## src/rtl/otp_cal_pkg.sv

```systemverilog
package otp_cal_pkg;
  localparam int OFS_W  = 5;
  localparam int TC_W   = 3;
  localparam int BYTE_W = 8;
  localparam logic [BYTE_W-1:0] CMD_PD_ON     = 8'h20;
  localparam logic [BYTE_W-1:0] CMD_PD_OFF    = 8'h21;
  localparam logic [BYTE_W-1:0] CMD_CAL_ENTER = 8'h30;
  localparam logic [BYTE_W-1:0] CMD_CAL_EXIT  = 8'h31;
endpackage

```

## src/rtl/otp_mode_ctrl.sv

```systemverilog
module otp_mode_ctrl
  import otp_cal_pkg::*;
(
  input  logic              clk,
  input  logic              rst,
  input  logic              cmd_wr,
  input  logic [BYTE_W-1:0] cmd,
  input  logic              sealed_i,
  output logic              cal_o
);
  logic pd_q, cal_q;

  always_ff @(posedge clk) begin
    if (rst) begin
      pd_q  <= 1'b0;
      cal_q <= 1'b0;
    end else if (cmd_wr) begin
      case (cmd)
        CMD_PD_ON:     pd_q  <= 1'b1;
        CMD_PD_OFF:    pd_q  <= 1'b0;
        CMD_CAL_ENTER: if (pd_q && !sealed_i) cal_q <= 1'b1;
        CMD_CAL_EXIT:  cal_q <= 1'b0;
        default: ;
      endcase
    end
  end

  assign cal_o = cal_q;

  // no entry without power-down
  a_r2_enter_needs_pd: assert property (@(posedge clk) disable iff (rst)
    (!cal_q && !pd_q) |=> !cal_q);
  // sealed part stays out once outside
  a_r9_seal_lockout: assert property (@(posedge clk) disable iff (rst)
    (!cal_q && sealed_i) |=> !cal_q);
endmodule

```

## src/rtl/otp_shift_chain.sv

```systemverilog
module otp_shift_chain #(
  parameter int W = 9
) (
  input  logic         clk,
  input  logic         rst,
  input  logic         shift_en,
  input  logic         bit_i,
  output logic [W-1:0] chain_o
);
  logic [W-1:0] chain_q;

  always_ff @(posedge clk) begin
    if (rst)           chain_q <= '0;
    else if (shift_en) chain_q <= {chain_q[W-2:0], bit_i};
  end

  assign chain_o = chain_q;

  // chain frozen without a shift request
  a_r8_chain_hold: assert property (@(posedge clk) disable iff (rst)
    !shift_en |=> $stable(chain_q));
endmodule

```

## src/rtl/otp_cell_bank.sv

```systemverilog
module otp_cell_bank #(
  parameter int W = 9
) (
  input  logic         clk,
  input  logic         rst,
  input  logic         cal_i,
  input  logic         strobe_i,
  input  logic [W-1:0] pattern_i,
  output logic [W-1:0] cells_o,
  output logic         err_multi_o,
  output logic         err_reprog_o
);
  logic [W-1:0] cells_q = '0;
  logic         fire, several, clash;

  assign fire    = strobe_i && cal_i;
  assign several = $countones(pattern_i) > 1;
  assign clash   = |(pattern_i & cells_q);

  // fuses are non-volatile: no reset term
  always_ff @(posedge clk) begin
    if (fire && !several) cells_q <= cells_q | pattern_i;
  end

  always_ff @(posedge clk) begin
    if (rst) begin
      err_multi_o  <= 1'b0;
      err_reprog_o <= 1'b0;
    end else begin
      err_multi_o  <= fire && several;
      err_reprog_o <= fire && !several && clash;
    end
  end

  assign cells_o = cells_q;

  // burned cells never clear
  a_r5_sticky: assert property (@(posedge clk) disable iff (rst)
    1'b1 |=> ((cells_q & $past(cells_q)) == $past(cells_q)));
  // multi-bit strobe flagged and blocked
  a_r7_multi_block: assert property (@(posedge clk) disable iff (rst)
    (strobe_i && cal_i && $countones(pattern_i) > 1) |=> (err_multi_o && $stable(cells_q)));
  // re-burn flagged, fuses unchanged
  a_r6_reprog_flag: assert property (@(posedge clk) disable iff (rst)
    (strobe_i && cal_i && $countones(pattern_i) == 1 && |(pattern_i & cells_q))
      |=> (err_reprog_o && $stable(cells_q)));
  // no burning outside calibration mode
  a_r8_no_burn_outside: assert property (@(posedge clk) disable iff (rst)
    !cal_i |=> $stable(cells_q));
endmodule

```

## src/rtl/otp_cal_prog.sv

```systemverilog
module otp_cal_prog
  import otp_cal_pkg::*;
#(
  parameter int OW = OFS_W,
  parameter int TW = TC_W
) (
  input  logic              clk,
  input  logic              rst,
  input  logic              wr_en,
  input  logic              dc,
  input  logic [BYTE_W-1:0] db,
  input  logic              prog_strobe,
  output logic [OW-1:0]     ofs_o,
  output logic [TW-1:0]     tc_o,
  output logic              sealed_o,
  output logic              cal_active_o,
  output logic              err_multi_o,
  output logic              err_reprog_o
);
  localparam int CW = OW + TW + 1;

  logic          cal;
  logic [CW-1:0] chain, cells;

  otp_mode_ctrl u_mode (
    .clk      (clk),
    .rst      (rst),
    .cmd_wr   (wr_en && !dc),
    .cmd      (db),
    .sealed_i (cells[0]),
    .cal_o    (cal)
  );

  otp_shift_chain #(.W(CW)) u_chain (
    .clk      (clk),
    .rst      (rst),
    .shift_en (wr_en && dc && cal),
    .bit_i    (db[0]),
    .chain_o  (chain)
  );

  otp_cell_bank #(.W(CW)) u_cells (
    .clk          (clk),
    .rst          (rst),
    .cal_i        (cal),
    .strobe_i     (prog_strobe),
    .pattern_i    (chain),
    .cells_o      (cells),
    .err_multi_o  (err_multi_o),
    .err_reprog_o (err_reprog_o)
  );

  // layout: [CW-1 -: OW] offset, [TW:1] coefficient, [0] seal
  assign ofs_o        = cells[CW-1 -: OW];
  assign tc_o         = cells[TW:1];
  assign sealed_o     = cells[0];
  assign cal_active_o = cal;
endmodule

```

## config.mk

```make
export PLATFORM = sky130hd
export DESIGN_NAME = otp_cal_prog
export DESIGN_NICKNAME = d
export VERILOG_FILES = /design/src/rtl/otp_cal_pkg.sv /design/src/rtl/otp_mode_ctrl.sv /design/src/rtl/otp_shift_chain.sv /design/src/rtl/otp_cell_bank.sv /design/src/rtl/otp_cal_prog.sv
export SDC_FILE = /design/constraint.sdc
export NUM_CORES = 1
export LEC_CHECK = 0
export ABC_CLOCK_PERIOD_IN_PS = 7840
export BUFFER_PORTS_ARGS = -buffer_cell sky130_fd_sc_hd__buf_2
export CAP_MARGIN = 20
export CORE_MARGIN = 5
export CORE_UTILIZATION = 44
export CTS_BUF_LIST = sky130_fd_sc_hd__clkbuf_16
export DETAILED_ROUTE_END_ITERATION = 7
export PLACE_DENSITY = 0.73
export SYNTH_ARGS = -nofsm -noshare
export SYNTH_HDL_FRONTEND = slang
export SYNTH_HIERARCHICAL = 1
export SYNTH_SLANG_ARGS = --single-unit
```

## constraint.sdc

```tcl
create_clock -name clk -period 7.84 [get_ports clk]
set_input_delay 0.392 -clock clk [delete_from_list [all_inputs] [get_ports clk]]
set_output_delay 0.392 -clock clk [all_outputs]
set_load 0.01 [all_outputs]
```

==> key figures <==
Finish
  – FF/Latch Area: about 530 sq um
  – Area Growth Syn to Fin: 20.1%
  – Diodes inserted: 0
  – Net count, final: around 140
  – Share of layout cells above drive strength 1: between 30% and 40%
  – Commonest cells after routing, fill and taps aside: 24 x buf_2, 15 x inv_1, 13 x dfxtp_1
  – Total of fill cells in the finished design: approximately 220
  – Area of the multi-input gates: 503 sq um
  – Commonest non-fill, non-tap cell in the layout: buf_2

Synth
  – Mean Syn Cell Area: about 12 sq um
  – Yosys reg bits: 22
  – Synth area leader: edfxtp_1
  – Largest cells by area after synthesis: edfxtp_1 25%, dfxtp_1 24%, fa_1 9.1%, mux2i_1 8.2%, or2_2 5.1%
  – Syn Nets: 114
  – Prevailing post-synth register cell: dfxtp_1
  – Top-area cell type share of the netlist area: between 20% and 30%
  – YS warnings: 6
  – Seq/Total Area, Yosys: 48.2%
  – Cells after synthesis: 94
  – Mapped Area: 0.00110 sq mm
  – Synth unique cells: 28
  – EDFF count, synth: 9
  – Async S/R FF share, synth: 0%

Floorplanning
  – Die height: 60.0 um
  – Number of top-level pins: 25
  – Initial Utilization: 45.3%
  – Std-Cell Rows: 18
  – Full die area: ~0.0036 sq mm
  – Core Footprint: approximately 0.0024 sq mm
  – Die W: 60.0 um

CTS
  – Cts hold-fix bufs: 0
  – Setup bufs post-CTS: 0
  – Root Driver: clkbuf_16
  – # H-tree levels: 1
  – Clock edge transition at the registers on the reported setup and hold paths: ~50 ps
  – CTS buffer count: 3
  – Post-CTS Resized: 0
  – Clk buf depth: 2
  – Clock sinks: 22
  – CTS tree: yes
  – Clk Latency, worst-skew pair: between 200 and 300 ps

Timing
  – Final Critical Period: around 4200 ps
  – Worst rel slew slack: approximately 45%
  – Hold Vio Cnt, Final: 0
  – Achievable frequency: approximately 0.24 GHz
  – Worst Slack Setup Final: roughly 3600 ps
  – Final setup viols: 0
  – Fin. max-slew vios: 0
  – RSZ-0062 raised after global routing: false
  – Fin Setup TNS: 0 ps
  – Worst slew pin tran: a little over 800 ps
  – Clk_skew: 3.77 ps
  – Fin crit share: a little over half

Setup path
  – Critical R2R Launch: u_chain/chain_o[0]
  – Worst path required time: 7720 ps
  – WP data arrival: between 4000 and 5000 ps
  – FF-to-FF End: u_cells/cells_o[7]
  – Setup slack, reg-to-reg: between 3000 and 4000 ps
  – Type of origin of the critical path: flop
  – Register-to-Register Path Depth: 10
  – Crit path capture type: flop
  – Setup crit start: u_chain/chain_o[0]
  – Setup CP Type: reg -> reg
  – Critical-path maximum fanout: 9
  – Crit path to: u_cells/cells_o[7]

Global route
  – Gr ovfl total: 0
  – Largest net degree at the start of global routing: 13
  – Vias in the first global route: around 800
  – First-pass GRT wire length: approximately 3700 um
  – Initial antenna violation count: 0
  – All-Layer GR Usage: roughly 15%

Drt
  – Pre-antenna DRT Iters: 4
  – Vias: about 780
  – WL/cell: around 16 um
  – Post-DRT Antenna Nets: 0
  – 1st-iter DRT viols: 23
  – Vias/cell: roughly 5.2
  – Residual DRC: 0
  – Wirelength, routed: around 2300 um

Pwr
  – Leakage power: between 0.4 and 0.5 nW
  – PD cells: 174 mW/mm^2
  – VDD IR max: between 0.1 and 0.15 mV

Placement
  – DP Wirelength: roughly 1700 um
  – Pre-CTS setup slack: around 3700 ps
  – Port Buffers: 24
  – RePlAce Congestion: between 0.7 and 0.8

Run
  – Number of max-cap violations: 0

Outcome
  – Status: finished, final reports clean

Hold path
  – Hold Crit Class: in -> reg
## through the flow
stage	util [%]	total power, W	area [sq um]	hold WS [ps]	instances
floorplan	-	0.000122	1100	464	94
global route	54.4	0.000236	1320	392	150
finish	54.4	0.000230	1320	375	150
global placement	51.1	0.000126	1240	500	146
CTS	54.4	0.000232	1320	374	150
detailed placement	51.1	0.000127	1240	517	146
## cell type report
| class | count | area share [%] |
|---|---|---|
| clock buffers | 3 | 5.68 |
| flip-flops and latches | 22 | 40.1 |
| clock inverters | 1 | 0.284 |
| repair buffers | 24 | 9.08 |
| inverters | 14 | 3.97 |
| multi-input cells | 56 | 38.0 |
| well taps | 30 | 2.84 |
## report_power, final
group,switching (W),internal (W),total (W)
logic,0.00000287,0.00000312,0.00000599
clock network,0.0000378,0.0000679,0.000106
registers,0.00000000636,0.000118,0.000118
## worst min-delay path by stage
stage	cells after the start	endpoint	slack [ps]	startpoint
finish	2	u_mode/pd_q	370	db[0]
global route	2	u_mode/cal_o	390	db[0]
CTS	2	u_mode/pd_q	370	db[0]
detailed placement	2	u_mode/pd_q	520	u_mode/pd_q
global placement	2	u_mode/pd_q	500	u_mode/pd_q
floorplan	1	u_mode/cal_o	460	rst
## logic make-up (layout without fill, tap and decap cells)
group / Yosys count / count (layout) / share of synthesized area (%)
and+or+nand+nor: 30 / 30 / 17.3
buffers and inverters: 16 / 42 / 6.14
adders and majority gates: 7 / 7 / 11.4
AOI/OAI and AO/OA: 10 / 10 / 8.86
muxes: 9 / 9 / 8.18
DFF: 22 / 22 / 48.2
## per-layer routing
metal	vias to the layer above	GRT usage [%]	share of wire, %
met5	-	0	0
met4	0	6.65	1.9
met3	5	3.46	2.8
met2	13	25.5	53
met1	383	16.6	42
li1	374	-	-
## flip-flops by register name, summed over array words and instances (netlist names)
register	flops
u_chain/chain_o	9
u_cells/err_reprog_o	1
u_cells/cells_o	9
u_mode/cal_o	1
u_cells/err_multi_o	1
u_mode/pd_q	1
## cell usage after synthesis (2+ instances only)
cell / count
inv_1: 14
dfxtp_1: 13
nor2_1: 11
edfxtp_1: 9
mux2i_1: 9
or2_2: 9
fa_1: 5
a311oi_1: 3
ha_1: 2
## critical path, cell delays in order, from the launching register on
cell	delay, ps
dfxtp_1	400
inv_1	90
fa_1	580
fa_1	460
fa_1	470
fa_1	380
inv_1	80
fa_1	450
nor2_1	130
a41oi_2	150
nor2_1	670
Power figures use the tool's default switching activity.
